[config.mk]
export PLATFORM = sky130hd
export DESIGN_NAME = sdram_lp_seq
export DESIGN_NICKNAME = d
export VERILOG_FILES = /design/src/rtl/sdram_lp_pkg.sv /design/src/rtl/lp_idle_timer.sv /design/src/rtl/lp_wait_counter.sv /design/src/rtl/lp_out_decode.sv /design/src/rtl/sdram_lp_seq.sv
export SDC_FILE = /design/constraint.sdc
export NUM_CORES = 1
export LEC_CHECK = 0
export BUFFER_PORTS_ARGS = -buffer_cell sky130_fd_sc_hd__buf_2
export CAP_MARGIN = 5
export CORE_UTILIZATION = 55
export CTS_CLUSTER_DIAMETER = 40
export DETAILED_ROUTE_END_ITERATION = 8
export PLACE_DENSITY = 0.78
export SLEW_MARGIN = 20
export SYNTH_ARGS = -nofsm -noshare
export SYNTH_HDL_FRONTEND = slang
export SYNTH_SLANG_ARGS = --single-unit
export TNS_END_PERCENT = 20
[constraint.sdc]
create_clock -name clk -period 3.97 [get_ports clk]
set_input_delay 0.794 -clock clk [delete_from_list [all_inputs] [get_ports clk]]
set_output_delay 0.794 -clock clk [all_outputs]
set_load 0.005 [all_outputs]
[src/rtl/sdram_lp_pkg.sv]
// Package: shared types for the SDRAM low-power sequencer.
// Assumes: command codes are forwarded unchanged by the controller's
// command multiplexer; state encoding is private to the sequencer.
package sdram_lp_pkg;

    // Low-power mode selected by the configuration field.
    typedef enum logic [1:0] {
        LPM_OFF   = 2'd0,
        LPM_SELF  = 2'd1,
        LPM_PDOWN = 2'd2,
        LPM_DEEP  = 2'd3
    } lp_mode_e;

    // Command code handed to the command multiplexer.
    typedef enum logic [2:0] {
        CMD_NOP       = 3'd0,
        CMD_PREALL    = 3'd1,
        CMD_AUTOREF   = 3'd2,
        CMD_SR_ENTER  = 3'd3,
        CMD_DPD_ENTER = 3'd4
    } sd_cmd_e;

    // Sequencer states.
    typedef enum logic [3:0] {
        ST_ACTIVE     = 4'd0,
        ST_PREALL     = 4'd1,
        ST_SR_ENTER   = 4'd2,
        ST_SR_HOLD    = 4'd3,
        ST_SR_EXIT    = 4'd4,
        ST_PD_HOLD    = 4'd5,
        ST_PD_WAKE    = 4'd6,
        ST_PD_REFRESH = 4'd7,
        ST_PD_EXIT    = 4'd8,
        ST_DPD_ENTER  = 4'd9,
        ST_DPD_HOLD   = 4'd10,
        ST_DPD_EXIT   = 4'd11
    } lp_state_e;

endpackage

[src/rtl/lp_idle_timer.sv]
// Module: lp_idle_timer
// Counts consecutive idle cycles while the sequencer is active and flags
// when the programmed threshold is reached.
// Assumes: run is high only in the active state; busy is the access request.
module lp_idle_timer #(
    parameter int TO_UNIT = 64
) (
    input  logic       clk,
    input  logic       rst_n,
    input  logic       run,
    input  logic       busy,
    input  logic [1:0] code,
    output logic       hit
);
    localparam int LIM_W = $clog2(2 * TO_UNIT + 1);

    logic [LIM_W-1:0] limit;
    logic [LIM_W-1:0] cnt_q;

    // Decode the 2-bit threshold code into a cycle count.
    always_comb begin
        case (code)
            2'd0:    limit = '0;
            2'd1:    limit = LIM_W'(TO_UNIT);
            default: limit = LIM_W'(2 * TO_UNIT);
        endcase
    end

    // Idle counter: cleared on activity or outside the active state, saturates at the limit.
    always_ff @(posedge clk) begin
        if (!rst_n || !run || busy) begin
            cnt_q <= '0;
        end else if (cnt_q < limit) begin
            cnt_q <= cnt_q + LIM_W'(1);
        end
    end

    assign hit = run && !busy && (cnt_q == limit);

    AST_IDLE_IN_RANGE: assert property (@(posedge clk) disable iff (!rst_n)
        (run && $stable(code)) |-> (cnt_q <= limit)) else $error("idle count past limit");
    AST_IDLE_RESTART: assert property (@(posedge clk) disable iff (!rst_n)
        busy |=> (cnt_q == '0)) else $error("idle count not restarted");

endmodule

[src/rtl/lp_wait_counter.sv]
// Module: lp_wait_counter
// Loadable down-counter shared by the residency, exit-delay and refresh
// interval waits; reports when it has reached zero.
// Assumes: only one wait is in progress at any time.
module lp_wait_counter #(
    parameter int W = 10
) (
    input  logic         clk,
    input  logic         rst_n,
    input  logic         load,
    input  logic [W-1:0] load_val,
    output logic         zero
);
    logic [W-1:0] cnt_q;

    // Load on request, otherwise count down and stop at zero.
    always_ff @(posedge clk) begin
        if (!rst_n) begin
            cnt_q <= '0;
        end else if (load) begin
            cnt_q <= load_val;
        end else if (cnt_q != '0) begin
            cnt_q <= cnt_q - W'(1);
        end
    end

    assign zero = (cnt_q == '0);

    AST_WAIT_LOADS: assert property (@(posedge clk) disable iff (!rst_n)
        load |=> (cnt_q == $past(load_val))) else $error("wait load lost");

endmodule

[src/rtl/lp_out_decode.sv]
// Module: lp_out_decode
// Maps the sequencer state onto the clock-enable level, command code,
// ready handshake and re-initialization flag.
// Assumes: outputs are Moore outputs of the registered state.
module lp_out_decode
    import sdram_lp_pkg::*;
(
    input  lp_state_e state,
    output logic      cke,
    output sd_cmd_e   cmd,
    output logic      ready,
    output logic      reinit
);
    // Per-state output table.
    always_comb begin
        cke    = 1'b1;
        cmd    = CMD_NOP;
        ready  = 1'b0;
        reinit = 1'b0;
        case (state)
            ST_ACTIVE:     ready = 1'b1;
            ST_PREALL:     cmd = CMD_PREALL;
            ST_SR_ENTER: begin
                cke = 1'b0;
                cmd = CMD_SR_ENTER;
            end
            ST_SR_HOLD:    cke = 1'b0;
            ST_PD_HOLD:    cke = 1'b0;
            ST_PD_REFRESH: cmd = CMD_AUTOREF;
            ST_DPD_ENTER: begin
                cke = 1'b0;
                cmd = CMD_DPD_ENTER;
            end
            ST_DPD_HOLD:   cke = 1'b0;
            ST_DPD_EXIT:   reinit = 1'b1;
            default: ;
        endcase
    end

endmodule

[src/rtl/sdram_lp_seq.sv]
// Module: sdram_lp_seq (top)
// Decides when the SDRAM enters self-refresh, power-down or deep power-down
// after an idle timeout, sequences entry and exit commands, enforces the
// self-refresh residency and exit delay, and schedules auto-refresh wakeups
// in power-down.
// Assumes: configuration inputs are stable while the device is in a
// low-power state; acc_req stays high until acc_ready is seen.
module sdram_lp_seq
    import sdram_lp_pkg::*;
#(
    parameter int TO_UNIT = 64,
    parameter int TMR_W   = 6,
    parameter int REFI_W  = 10
) (
    input  logic              clk,
    input  logic              rst_n,
    input  logic [1:0]        cfg_mode,
    input  logic [1:0]        cfg_timeout,
    input  logic              cfg_mobile,
    input  logic [TMR_W-1:0]  cfg_tras,
    input  logic [TMR_W-1:0]  cfg_txsr,
    input  logic [REFI_W-1:0] cfg_refi,
    input  logic              acc_req,
    output logic              sd_cke,
    output logic [2:0]        sd_cmd,
    output logic              acc_ready,
    output logic              reinit_req
);
    localparam int CNT_W = (REFI_W > TMR_W) ? REFI_W : TMR_W;

    lp_state_e        state_q, state_d;
    lp_mode_e         mode_q, mode_d;
    logic             idle_hit;
    logic             mode_ok;
    logic             wait_load;
    logic [CNT_W-1:0] wait_val;
    logic             wait_zero;
    logic [CNT_W-1:0] tras_m1, txsr_m1, refi_m1;
    logic [CNT_W-1:0] tras_ext, txsr_ext, refi_ext;
    sd_cmd_e          cmd_enum;

    // Idle-threshold detection.
    lp_idle_timer #(.TO_UNIT(TO_UNIT)) u_idle (
        .clk   (clk),
        .rst_n (rst_n),
        .run   (state_q == ST_ACTIVE),
        .busy  (acc_req),
        .code  (cfg_timeout),
        .hit   (idle_hit)
    );

    // Shared wait counter.
    lp_wait_counter #(.W(CNT_W)) u_wait (
        .clk      (clk),
        .rst_n    (rst_n),
        .load     (wait_load),
        .load_val (wait_val),
        .zero     (wait_zero)
    );

    // Output decode.
    lp_out_decode u_out (
        .state  (state_q),
        .cke    (sd_cke),
        .cmd    (cmd_enum),
        .ready  (acc_ready),
        .reinit (reinit_req)
    );
    assign sd_cmd = cmd_enum;

    // Load values are one less than the cycle counts, clamped at zero.
    always_comb begin
        tras_ext = CNT_W'(cfg_tras);
        txsr_ext = CNT_W'(cfg_txsr);
        refi_ext = CNT_W'(cfg_refi);
        tras_m1  = (tras_ext == '0) ? '0 : tras_ext - CNT_W'(1);
        txsr_m1  = (txsr_ext == '0) ? '0 : txsr_ext - CNT_W'(1);
        refi_m1  = (refi_ext == '0) ? '0 : refi_ext - CNT_W'(1);
    end

    // A mode is usable if enabled, and deep power-down only on mobile parts.
    assign mode_ok = (cfg_mode == LPM_SELF) || (cfg_mode == LPM_PDOWN) ||
                     ((cfg_mode == LPM_DEEP) && cfg_mobile);

    // Next-state and wait-counter load selection.
    always_comb begin
        state_d   = state_q;
        mode_d    = mode_q;
        wait_load = 1'b0;
        wait_val  = '0;
        case (state_q)
            ST_ACTIVE: begin
                if (idle_hit && mode_ok) begin
                    mode_d = lp_mode_e'(cfg_mode);
                    if (cfg_mode == LPM_PDOWN) begin
                        state_d   = ST_PD_HOLD;
                        wait_load = 1'b1;
                        wait_val  = refi_m1;
                    end else begin
                        state_d = ST_PREALL;
                    end
                end
            end
            ST_PREALL: begin
                if (mode_q == LPM_DEEP) begin
                    state_d = ST_DPD_ENTER;
                end else begin
                    state_d   = ST_SR_ENTER;
                    wait_load = 1'b1;
                    wait_val  = tras_m1;
                end
            end
            ST_SR_ENTER: state_d = ST_SR_HOLD;
            ST_SR_HOLD: begin
                if (acc_req && wait_zero) begin
                    state_d   = ST_SR_EXIT;
                    wait_load = 1'b1;
                    wait_val  = txsr_m1;
                end
            end
            ST_SR_EXIT: begin
                if (wait_zero) state_d = ST_ACTIVE;
            end
            ST_PD_HOLD: begin
                if (acc_req)        state_d = ST_PD_EXIT;
                else if (wait_zero) state_d = ST_PD_WAKE;
            end
            ST_PD_WAKE: state_d = ST_PD_REFRESH;
            ST_PD_REFRESH: begin
                if (acc_req) begin
                    state_d = ST_ACTIVE;
                end else begin
                    state_d   = ST_PD_HOLD;
                    wait_load = 1'b1;
                    wait_val  = refi_m1;
                end
            end
            ST_PD_EXIT:   state_d = ST_ACTIVE;
            ST_DPD_ENTER: state_d = ST_DPD_HOLD;
            ST_DPD_HOLD: begin
                if (acc_req) state_d = ST_DPD_EXIT;
            end
            ST_DPD_EXIT:  state_d = ST_ACTIVE;
            default:      state_d = ST_ACTIVE;
        endcase
    end

    // State and latched-mode registers.
    always_ff @(posedge clk) begin
        if (!rst_n) begin
            state_q <= ST_ACTIVE;
            mode_q  <= LPM_OFF;
        end else begin
            state_q <= state_d;
            mode_q  <= mode_d;
        end
    end

    // Checker-only count of consecutive clock-enable-low cycles.
    logic [TMR_W:0] chk_low_q;
    always_ff @(posedge clk) begin
        if (!rst_n || sd_cke) begin
            chk_low_q <= '0;
        end else if (chk_low_q != '1) begin
            chk_low_q <= chk_low_q + (TMR_W+1)'(1);
        end
    end

    AST_LOW_CKE_NOT_READY: assert property (@(posedge clk) disable iff (!rst_n)
        !sd_cke |-> !acc_ready) else $error("ready while cke low");
    AST_SR_ENTER_AFTER_PREALL: assert property (@(posedge clk) disable iff (!rst_n)
        (sd_cmd == CMD_SR_ENTER) |-> ($past(sd_cmd) == CMD_PREALL) && !sd_cke) else $error("bad self-refresh entry");
    AST_SR_RESIDENCY: assert property (@(posedge clk) disable iff (!rst_n)
        (state_q == ST_SR_EXIT && $past(state_q) == ST_SR_HOLD) |-> (chk_low_q >= {1'b0, cfg_tras})) else $error("residency too short");
    AST_READY_AFTER_CKE: assert property (@(posedge clk) disable iff (!rst_n)
        $rose(acc_ready) |-> $past(sd_cke)) else $error("ready without cke");
    AST_REFRESH_AFTER_WAKE: assert property (@(posedge clk) disable iff (!rst_n)
        (sd_cmd == CMD_AUTOREF) |-> ($past(state_q) == ST_PD_WAKE) && sd_cke) else $error("refresh without wake");
    AST_REINIT_FROM_DEEP: assert property (@(posedge clk) disable iff (!rst_n)
        reinit_req |-> ($past(state_q) == ST_DPD_HOLD)) else $error("reinit outside deep exit");
    AST_OFF_STAYS_ACTIVE: assert property (@(posedge clk) disable iff (!rst_n)
        (state_q == ST_ACTIVE && cfg_mode == LPM_OFF) |=> (state_q == ST_ACTIVE)) else $error("left active while off");
    AST_DEEP_NEEDS_MOBILE: assert property (@(posedge clk) disable iff (!rst_n)
        (sd_cmd == CMD_DPD_ENTER) |-> $past(cfg_mobile, 2)) else $error("deep entry on non-mobile");

endmodule

== Word level (Yosys, flattened, before mapping) ==
Index checks and enable logic that the tools add are counted.

* Bits in registers: 24
* Bits in latches: 0
* Bits in writable memories: 0
* Bits in read-only memories: 0
* Output and inout bits: 6
* Word-level logic and storage cells: 86
* Memories: 0

* Add/subtract/negate cells: 5
* $mul: 0
* Divide/modulo/power cells: 0
* Order comparisons: 1
* Equal/unequal tests: 21
* Shifts and indexed selects: 0
* Muxes and demuxes: 32
* Bitwise logic cells: 0
* Reductions and logical operators: 23

{| class="wikitable"
|+ Operator list
! cell !! count
|-
| 2-to-1 mux 10 bit || 10
|-
| case mux 10 bit (4 select lines) || 1
|-
| case mux 4 bit (10 select lines) || 1
|-
| 2-to-1 mux 4 bit || 7
|-
| zero test 10 bit || 2
|-
| subtractor 10 x 1 -> 10 bit, second input constant || 2
|-
| == test 4 x 3 -> 1 bit, second input constant || 4
|-
| case mux 8 bit (2 select lines) || 1
|-
| subtractor 6 x 1 -> 7 bit, second input constant || 2
|-
| == test 4 bit, second input constant || 3
|-
| zero test 6 bit || 2
|-
| case mux 3 bit (4 select lines) || 1
|-
| nonzero test 10 bit || 1
|-
| adder 8 x 1 -> 8 bit, second input constant || 1
|-
| == test 4 x 2 -> 1 bit, second input constant || 2
|-
| == test 8 bit || 1
|-
| less-than comparator 8 bit || 1
|-
| 2-to-1 mux 1 bit || 8
|-
| != test 2 bit, second input constant || 4
|-
| == test 2 bit, second input constant || 3
|-
| 2-to-1 mux 3 bit || 2
|-
| logical AND 1 bit || 5
|-
| AND reduction 5 bit || 1
|-
| OR reduction 5 bit || 1
|-
| other kinds (10) || 16
|}

== Depth between registers and ports, before layout ==
Gate-level depths: netlist of run 1.

* Depth after elaboration: 8
* Gate-level depth with buffers: 9
* Depth with buffers taken out: 8

== Hierarchy ==
From an unflattened synthesis of run 1, not the netlist that was laid out.

* Cell total of the unflattened synthesis: 266
* Area, all modules: 2235.9 sq um

{| class="wikitable"
|+ By module, submodules not included
! module !! instances !! cells each !! area each (sq um) !! seq. area each (sq um)
|-
| sdram_lp_seq || 1 || 132 || 1059.8 || 120.1
|-
| lp_wait_counter || 1 || 65 || 573.0 || 200.2
|-
| lp_idle_timer || 1 || 58 || 510.5 || 160.2
|-
| lp_out_decode || 1 || 11 || 92.6 || 0.0
|}

== Worst setup path after synthesis of run 1 ==
No wires, ideal clock.

* Path kind: in2reg
* Start point: input port cfg_timeout[0]
* End point: register u_wait.cnt_q[0]
* Setup time: 119 ps
* Arrival: 2644 ps
* Required time: 3851 ps
* Setup slack: 1207 ps
* Cell stages on the path: 9
* Path buffers: 1
* Cells stage by stage: nor2b_1 -> ha_1 -> nor4b_1 -> nand4_1 -> o21ai_1 -> or2_2 -> buf_4 -> o211ai_1 -> o221a_2

* Word-level cells in the longest chain between the ends: 8

{| class="wikitable"
|+ RTL lines
! item !! RTL line !! source
|-
| start, declared || sdram_lp_seq.sv:18 || <nowiki>input logic [1:0] cfg_timeout,</nowiki>
|-
| == test 2 x 1 -> 1 bit / zero test 2 bit (equally long branches) || lp_idle_timer.sv:22 || <nowiki>case (code)</nowiki>
|-
| case mux 8 bit (2 select lines) (*) || lp_idle_timer.sv:22 ||
|-
| == test 8 bit (*) || lp_idle_timer.sv:38 || <nowiki>assign hit = run && !busy && (cnt_q == limit);</nowiki>
|-
| logical AND 1 bit (*) || lp_idle_timer.sv:38 ||
|-
| logical AND 1 bit (*) || sdram_lp_seq.sv:93 || <nowiki>if (idle_hit && mode_ok) begin</nowiki>
|-
| 2-to-1 mux 10 bit / 2-to-1 mux 1 bit (equally long branches) || sdram_lp_seq.sv:93 ||
|-
| case mux 10 bit (4 select lines) / case mux 1 bit (4 select lines) (equally long branches) || sdram_lp_seq.sv:91 || <nowiki>case (state_q)</nowiki>
|-
| 2-to-1 mux 10 bit / nonzero test 2 bit (equally long branches) || n/a ||
|-
| end signal, assigned || lp_wait_counter.sv:21 || <nowiki>cnt_q <= load_val;</nowiki>
|-
| end signal, assigned || lp_wait_counter.sv:23 || <nowiki>cnt_q <= cnt_q - W'(1);</nowiki>
|-
| end, declared || lp_wait_counter.sv:14 || <nowiki>logic [W-1:0] cnt_q;</nowiki>
|}

Mark *: on every way between the ends. The rest lies on a longest branch, timed or not.
A chain may end at the register's enable or synchronous reset.

== Final worst setup path of run 1 ==
* Start point: input port cfg_timeout[1]
* End point: register u_wait.cnt_q[3]

Same word-level chain as after synthesis.

==> results.json, run 1 <==
{
  "ys_seq_elements": 24,
  "gr-usage-met1": 0.330,
  "antenna_found_initial": 0,
  "syn_area_sq_um": 2090,
  "synth_top_cells_by_area": "dfxtp_1, ha_1, xnor2_1",
  "cp.arrival_ns": 3.11,
  "gr-usage-met3": 0.0344,
  "diodes": 0,
  "syn2layout_area_growth_pct": 12.2,
  "worst_pin_slew_ns": 0.751,
  "clock_path_buffers": 2,
  "cts-hold-fix-buffers": 0,
  "drt_iter0_markers": 97,
  "insertion_delay_ns": 0.27,
  "clk_pin_slew_worst_paths_ns": 0.09,
  "first_pass_iters": 4,
  "met2_usage": 0.403,
  "netSwitchingFraction": 0.421,
  "die_w_microns": 63.6,
  "synth_nets": 317,
  "routabilityCongestion": 0.873,
  "hp-class": "flip-flop to flip-flop",
  "nNetsFinal": 349,
  "grt_overflow": 0,
  "leakage_nw": 0.985,
  "synth_top_cell_by_area": "dfxtp_1",
  "p_sw_w": 0.000512,
  "totalPowerFinal_w": 0.00122,
  "start_util": 0.570,
  "grt_max_degree": 17,
  "maxSlewHeadroom": 0.495,
  "intPower_w": 0.000705,
  "p_per_area_nw_per_um2": 519,
  "place_inst": 349,
  "htree_levels": 1,
  "grt-busiest-layer": "met2",
  "root_buffer": "clkbuf_8",
  "ys_warn_count": 0,
  "cts_setup_buffers": 0,
  "synth.most_common_cell": "nor2_1",
  "drv_cap": 0,
  "reg2reg_slack_ns": 1.37,
  "core_sq_um": 3660,
  "cts_sinks": 24,
  "async_flop_share": 0,
  "cts_buffers": 3,
  "drtAntennaViolNets": 0,
  "grtUsageTotal": 0.241,
  "hpwlAfterDp_microns": 3480,
  "cp_data_required_time_ns": 4.16,
  "crit_type": "input port to flip-flop",
  "outcome": "completed",
  "drive_gt1_frac": 0.164,
  "vias": 2030,
  "cts_resized": 0,
  "fin_crit_sh": 0.735,
  "numPortBuffers": 35,
  "synth.top_cell.area_share": 0.230,
  "synthCells": 274,
  "synthTopCellsByCount": "nor2_1, dfxtp_1, nand2_1",
  "hold_viol": 0,
  "syn_avg_cell_area_sq_um": 7.62,
  "synth.distinct_cells": 59,
  "seqPwrFrac": 0.323,
  "grt_pass1_vias": 1815,
  "die-area_sq_um": 4050,
  "wl_microns": 4590,
  "drc": 0,
  "final-setup-viol-count": 0,
  "rsz0062_at_grt": "no",
  "synth_edf_count": 0,
  "drt-vias-per-instance": 5.75,
  "combPwrFrac": 0.540,
  "whs_ns": 0.532,
  "wl_per_cell_microns": 13.0,
  "die_h_microns": 63.6,
  "ir_drop_mv": 0.348,
  "finalMaxSlewViolations": 0,
  "cts_tree": "done",
  "skew_ns": 0.00681,
  "synth_flop_cell": "dfxtp_1",
  "critPathLaunchType": "input port",
  "post-route-min-period_ns": 2.92,
  "ys_seq_area_frac": 0.230,
  "end_kind": "flip-flop",
  "io_pins": 36,
  "grt_pass1_wl_microns": 7970,
  "pwr-share-clk": 0.137,
  "instances_no_fill": 353,
  "clock.fmax_ghz": 0.343,
  "fin_setup_tns_ns": 0,
  "path_max_fanout": 12,
  "num_rows": 22
}
-- layer usage --
metal  vias up  wire [microns]
met5         -               0
met4         0              38
met3         5             192
met2        54            2090
met1       924            2270
li1       1047               -
-- kinds of logic (layout without fill, tap and decap cells) --
logic type               count (synthesis)  after routing  share of synthesized area
AO/OA/AOI/OAI                           57             57                      0.188
XOR/XNOR                                25             25                      0.105
adder cells (fa/ha/maj)                 13             13                     0.0779
buffers and inverters                   27             58                     0.0509
flip-flops                              24             24                      0.230
multiplexers                             4              4                     0.0198
AND/OR/NAND/NOR                        124            124                      0.328
-- power by group through the flow --
stage	Clock, W	Sequential [W]	Combinational [W]
6_report	0.000166	0.000394	0.000657
5_1_grt	0.000180	0.000405	0.000735
4_1_cts	0.000168	0.000391	0.000659
3_5_place_dp	0	0.000395	0.000654
3_3_place_gp	0	0.000395	0.000648
2_1_floorplan	0	0.000355	0.000551
-- cell usage in the layout (no fill, tap or decap), drive strengths merged, types with 2 or more instances in the layout --
master  synthesis  routed
buf             2      35
nor2           31      31
dfxtp          24      24
nand2          22      22
nor3           21      21
inv            19      19
a21oi          17      17
xnor2          14      14
ha             13      13
xor2           11      11
nand3          10      10
o21ai          10      10
nand4           6       6
nor2b           5       5
nor4            5       5
nand2b          4       4
a211oi          4       4
clkbuf          6       4
and3            3       3
o31ai           3       3
o211a           3       3
o31a            3       3
mux2i           3       3
and2b           2       2
o22a            2       2
nor4bb          2       2
nor4b           2       2
nand4b          2       2
or4             2       2
-- worst paths after layout --
kind                                 startpoint               to  cells after the start
worst max-delay path             cfg_timeout[1]  u_wait.cnt_q[3]                      9
worst min-delay path            u_idle.cnt_q[7]  u_idle.cnt_q[7]                      2
worst max register to register  u_idle.cnt_q[7]  u_wait.cnt_q[3]                      7
worst min register to register  u_idle.cnt_q[7]  u_idle.cnt_q[7]                      2
-- final cells by class --
type	instances	area, sq um
multi-input combinational	223	1500
inverter	19	71.3
timing repair buffer	35	175
tap	48	60.1
fill	335	1320
sequential	24	480
clock buffer	4	55.1
-- through the flow --
stage	setup WS [ns]	area [sq um]	util
after floorplan	1.21	2090	-
after global placement	0.925	2290	0.625
after detailed placement	0.773	2290	0.625
after CTS	1.03	2340	0.640
after global routing	0.784	2340	0.640
final	1.05	2340	0.640
-- state kept, by name, indices dropped and copies added (netlist names) --
signal,flops
mode_q,2
state_q,4
u_idle.cnt_q,8
u_wait.cnt_q,10
-- worst max-delay path, cell delays in order --
cell and delay, ns:
buf_2 0.09, inv_1 0.04, ha_1 0.28, nor4bb_1 0.30, nand4_1 0.28, o21ai_1 0.53, or2_2 0.34, o21ai_0 0.24
nor3_1 0.22
Note: power is estimated with default switching activity, not from simulation.
==> inputs of run 2 (changes only) <==
==> constraint.sdc (replaced) <==
create_clock -name clk -period 2.95 [get_ports clk]
set_input_delay 0.59 -clock clk [delete_from_list [all_inputs] [get_ports clk]]
set_output_delay 0.59 -clock clk [all_outputs]
set_load 0.005 [all_outputs]
==> run 2 against run 1 <==
Net effect:
- sequential share of layout area is 0.26 points lower
- clock power is 36% higher
- clock skew is 0.0024 ns higher
- flip-flop and latch count stayed put
- register-to-register slack worse by 0.99 ns
- cell count is 1.1% higher
- via count is 2.3% higher
- combinational power is 37% higher
- count of clock-buffer cells in the layout stayed put
- sequential power is 35% higher
- critical endpoint is now u_wait.cnt_q[6]
- largest power group unchanged
==> results.json, run 2 (synthesized netlist as in run 1, its figures left out) <==
{
  "outcome": "completed",
  "cts_setup_buffers": 0,
  "antenna_found_initial": 0,
  "cts-hold-fix-buffers": 0,
  "grtUsageTotal": 0.248,
  "cts_sinks": 24,
  "final-setup-viol-count": 0,
  "largest_reg_flops": 10,
  "top_register": "u_wait.cnt_q",
  "drt-vias-per-instance": 5.82,
  "routabilityCongestion": 0.891,
  "rsz0062_at_grt": "no",
  "syn2layout_area_growth_pct": 13.7,
  "hpwlAfterDp_microns": 3550,
  "grt_max_degree": 17,
  "cp_data_required_time_ns": 3.16,
  "final_cell_mix": "buf_2, nor2_1, dfxtp_1",
  "fin_setup_tns_ns": 0,
  "start_util": 0.570,
  "grt_overflow": 0,
  "wirelength_met1_microns": 2260,
  "clock.fmax_ghz": 0.389,
  "reg2reg_slack_ns": 0.38,
  "cts_buffers": 3,
  "reg_top3": "u_wait.cnt_q (10), u_idle.cnt_q (8), state_q (4)",
  "io_pins": 36,
  "dr_wl_met3_microns": 123,
  "die-area_sq_um": 4050,
  "die_h_microns": 63.6,
  "diodes": 0,
  "crit_type": "flip-flop to flip-flop",
  "crit_slowest_cell": "nor4b_1",
  "first_pass_iters": 4,
  "root_buffer": "clkbuf_8",
  "whs_ns": 0.541,
  "leakage_nw": 1.00,
  "cts_tree": "done",
  "hp-class": "flip-flop to flip-flop",
  "wl_per_cell_microns": 13.0,
  "instances_no_fill": 357,
  "drtAntennaViolNets": 0,
  "cts_resized": 0,
  "grt_pass1_vias": 1900,
  "htree_levels": 1,
  "p_per_area_nw_per_um2": 698,
  "vias": 2076,
  "clk_pin_slew_worst_paths_ns": 0.09,
  "hold_viol": 0,
  "final_core_util": 0.648,
  "ir_drop_mv": 0.392,
  "drt_iter0_markers": 74,
  "wl_microns": 4630,
  "layout_commonest_cell": "buf_2",
  "finalMaxSlewViolations": 0,
  "die_w_microns": 63.6,
  "slowest_delay_ns": 0.49,
  "clock_path_buffers": 2,
  "drv_cap": 0,
  "insertion_delay_ns": 0.27,
  "highest_layer": "met4",
  "path_cells": "inv_1, ha_1, nor4b_1, nor3b_4, nand4_4, o22a_1, a211o_1, a21oi_2",
  "skew_ns": 0.00925,
  "nNetsFinal": 353,
  "end_kind": "flip-flop",
  "core_sq_um": 3660,
  "critPathLaunchType": "flip-flop",
  "place_inst": 353,
  "fin_crit_sh": 0.871,
  "grt_pass1_wl_microns": 8140,
  "maxSlewHeadroom": 0.484,
  "num_rows": 22,
  "path_max_fanout": 6,
  "worst_pin_slew_ns": 0.767,
  "cp.arrival_ns": 2.78,
  "drc": 0,
  "numPortBuffers": 35,
  "met2_length_microns": 2170,
  "place_area_sq_um": 2320,
  "post-route-min-period_ns": 2.57,
  "finish.instance_area_sq_um": 2370,
  "drive_gt1_frac": 0.175
}
[run 2: path summary, 6_finish.rpt]
kind / end / cells after the start / from
setup / recovery: u_wait.cnt_q[6] / 8 / u_wait.cnt_q[0]
setup reg to reg: u_wait.cnt_q[6] / 8 / u_wait.cnt_q[0]
hold / removal: mode_q[0] / 2 / mode_q[0]
hold reg to reg: mode_q[0] / 2 / mode_q[0]
[run 2: area by class of cell]
type / count / area (sq um)
tap: 48 / 60.1
inverter: 19 / 71.3
fill: 364 / 1290
sequential: 24 / 480
multi-input combinational: 223 / 1500
timing repair buffer: 39 / 205
clock buffer: 4 / 55.1
[run 2: per-layer routing]
layer  global-route usage  up-vias
met4               0.0625        0
met2                0.427       50
met1                0.321      958
met3               0.0344        8
li1                     -     1060
met5                    0        -
[run 2: worst max-delay path, delay by kind of cell (launching register included)]
family | cells | cell delay (ns)
flops | 1 | 0.36
compound gates | 3 | 0.76
buf+inv | 1 | 0.09
simple gates | 3 | 1.14
fa+ha+maj | 1 | 0.15
[run 2: report_power, final]
part	internal (W)	switching (W)	total, W
registers	0.000399	0.000131	0.000530
logic	0.000439	0.000461	0.000900
clock network	0.000119	0.000107	0.000226
[run 2: metrics by stage]
| step | total power, W | worst slack (ns) |
|---|---|---|
| 6_report | 0.00166 | 0.382 |
| 5_1_grt | 0.00180 | 0.219 |
| 4_1_cts | 0.00166 | 0.408 |
| 3_5_place_dp | 0.00142 | 0.249 |
| 3_3_place_gp | 0.00141 | 0.360 |
| 2_1_floorplan | 0.00122 | 0.391 |
==> inputs of run 3 (changes only) <==
--- a/config.mk
+++ b/config.mk
@@ -7,10 +7,10 @@
 export LEC_CHECK = 0
 export BUFFER_PORTS_ARGS = -buffer_cell sky130_fd_sc_hd__buf_2
 export CAP_MARGIN = 5
-export CORE_UTILIZATION = 55
+export CORE_UTILIZATION = 45
 export CTS_CLUSTER_DIAMETER = 40
 export DETAILED_ROUTE_END_ITERATION = 8
-export PLACE_DENSITY = 0.78
+export PLACE_DENSITY = 0.66
 export SLEW_MARGIN = 20
 export SYNTH_ARGS = -nofsm -noshare
 export SYNTH_HDL_FRONTEND = slang
==> run 3 against run 2 <==
Net effect:
- sequential power down 1%
- routed wire length rose by 1.9%
- critical path depth unchanged
- non-clock buffer count up 1
- global-route usage decreased by 5.6 points
- utilization is 11 points lower
- combinational power is 2% higher
==> results.json, run 3 (synthesized netlist as in run 1, its figures left out) <==
{
  "hold_viol": 0,
  "top_register": "u_wait.cnt_q",
  "grtUsageTotal": 0.192,
  "die_w_microns": 70.1,
  "reg_top3": "u_wait.cnt_q (10), u_idle.cnt_q (8), state_q (4)",
  "skew_ns": 0.00525,
  "leakage_nw": 1.01,
  "grt_pass1_wl_microns": 7860,
  "intPower_w": 0.000964,
  "die-area_sq_um": 4920,
  "reg2regPathDepth": 8,
  "cts-hold-fix-buffers": 0,
  "maxSlewHeadroom": 0.488,
  "register_area_sq_um": 480,
  "largest_reg_flops": 10,
  "drt_iter0_markers": 90,
  "place_worst_setup_slack_ns": 0.435,
  "final-setup-viol-count": 0,
  "multi_input_area_sq_um": 1500,
  "cts_buffers": 3,
  "layout_commonest_cell": "buf_2",
  "numPortBuffers": 35,
  "nNetsFinal": 354,
  "slowest_delay_ns": 0.48,
  "diodes": 0,
  "clk_pin_slew_worst_paths_ns": 0.09,
  "cts_setup_buffers": 0,
  "end_kind": "flip-flop",
  "combPwrFrac": 0.550,
  "clock.fmax_ghz": 0.402,
  "io_pins": 36,
  "min_path_cells": 2,
  "grt_max_degree": 17,
  "outcome": "completed",
  "pwr-share-clk": 0.137,
  "insertion_delay_ns": 0.27,
  "drv_cap": 0,
  "crit_slowest_cell": "nor3b_4",
  "whs_ns": 0.526,
  "drive_gt1_frac": 0.177,
  "netSwitchingFraction": 0.423,
  "p_sw_w": 0.000707,
  "start_util": 0.473,
  "cts_tree": "done",
  "grt_overflow": 0,
  "cp_data_required_time_ns": 3.16,
  "critPathLaunchType": "flip-flop",
  "drtAntennaViolNets": 0,
  "place_area_sq_um": 2330,
  "cts_sinks": 24,
  "setup_ws_ns": 0.463,
  "vias": 2029,
  "path_max_fanout": 6,
  "drc": 0,
  "seqPwrFrac": 0.313,
  "finalMaxSlewViolations": 0,
  "finish.instance_area_sq_um": 2390,
  "hp-class": "flip-flop to flip-flop",
  "drt-vias-per-instance": 5.60,
  "core_sq_um": 4410,
  "cp.arrival_ns": 2.69,
  "crit_type": "flip-flop to flip-flop",
  "routabilityCongestion": 0.872,
  "worst_pin_slew_ns": 0.762,
  "htree_levels": 1,
  "syn2layout_area_growth_pct": 14.3,
  "hpwlAfterDp_microns": 3770,
  "wl_per_cell_microns": 13.0,
  "num_rows": 24,
  "fin_crit_sh": 0.843,
  "final_core_util": 0.541,
  "fillers": 442,
  "ir_drop_mv": 0.357,
  "antenna_found_initial": 0,
  "root_buffer": "clkbuf_8",
  "p_per_area_nw_per_um2": 701,
  "clock_path_buffers": 2,
  "die_h_microns": 70.1,
  "grt_pass1_vias": 1833,
  "final_cell_mix": "buf_2, nor2_1, dfxtp_1",
  "fin_setup_tns_ns": 0,
  "cts_resized": 0,
  "post-route-min-period_ns": 2.49,
  "rsz0062_at_grt": "no",
  "first_pass_iters": 4,
  "path_cells": "inv_1, ha_1, nor4b_1, nor3b_4, nand4_4, o22a_1, a211o_1, a21oi_2",
  "wl_microns": 4720
}
==> run 3: cell types whose count changed in the layout (fill, tap and decap cells not counted) <==
cell	before	now
buf_4	4	5
==> run 3: area by class of cell <==
type	count	share of cell area
clock buffer	4	0.0231
inverter	19	0.0299
multi-input combinational	223	0.629
sequential	24	0.201
tap	52	0.0273
timing repair buffer	40	0.0891
==> run 3: path summary, 6_finish.rpt <==
check | start | endpoint | slack (ns)
worst max register to register | u_wait.cnt_q[0] | u_wait.cnt_q[6] | 0.46
worst min-delay path | u_idle.cnt_q[7] | u_idle.cnt_q[7] | 0.53
worst min register to register | u_idle.cnt_q[7] | u_idle.cnt_q[7] | 0.53
worst max-delay path | u_wait.cnt_q[0] | u_wait.cnt_q[6] | 0.46
==> run 3: worst max-delay path, delay by kind of cell (launching register included) <==
family          cells  cell delay, ns
fa+ha+maj           1            0.15
simple gates        3            1.09
compound gates      3            0.74
flops               1            0.36
buf+inv             1            0.09
==> run 3: metrics by stage <==
stage / std cells / power (W)
after floorplan: 274 / 0.00122
after global placement: 358 / 0.00144
after detailed placement: 358 / 0.00145
after CTS: 362 / 0.00168
after global routing: 362 / 0.00180
final: 362 / 0.00167
==> run 3: routing by layer <==
layer  global-route usage  routed length, microns  up-vias
li1                     -                       -     1056
met1                0.259                    2350      934
met2                0.325                    2210       35
met3               0.0303                     128        4
met4               0.0356                      33        0
met5                    0                       0        -
==> run 3: power by group through the flow <==
| stage | sequential [W] | combinational [W] | clock, W |
|---|---|---|---|
| 2_1_floorplan | 0.000477 | 0.000742 | 0 |
| 3_3_place_gp | 0.000531 | 0.000910 | 0 |
| 3_5_place_dp | 0.000530 | 0.000916 | 0 |
| 4_1_cts | 0.000523 | 0.000920 | 0.000239 |
| 5_1_grt | 0.000540 | 0.00101 | 0.000251 |
| 6_report | 0.000524 | 0.000919 | 0.000229 |
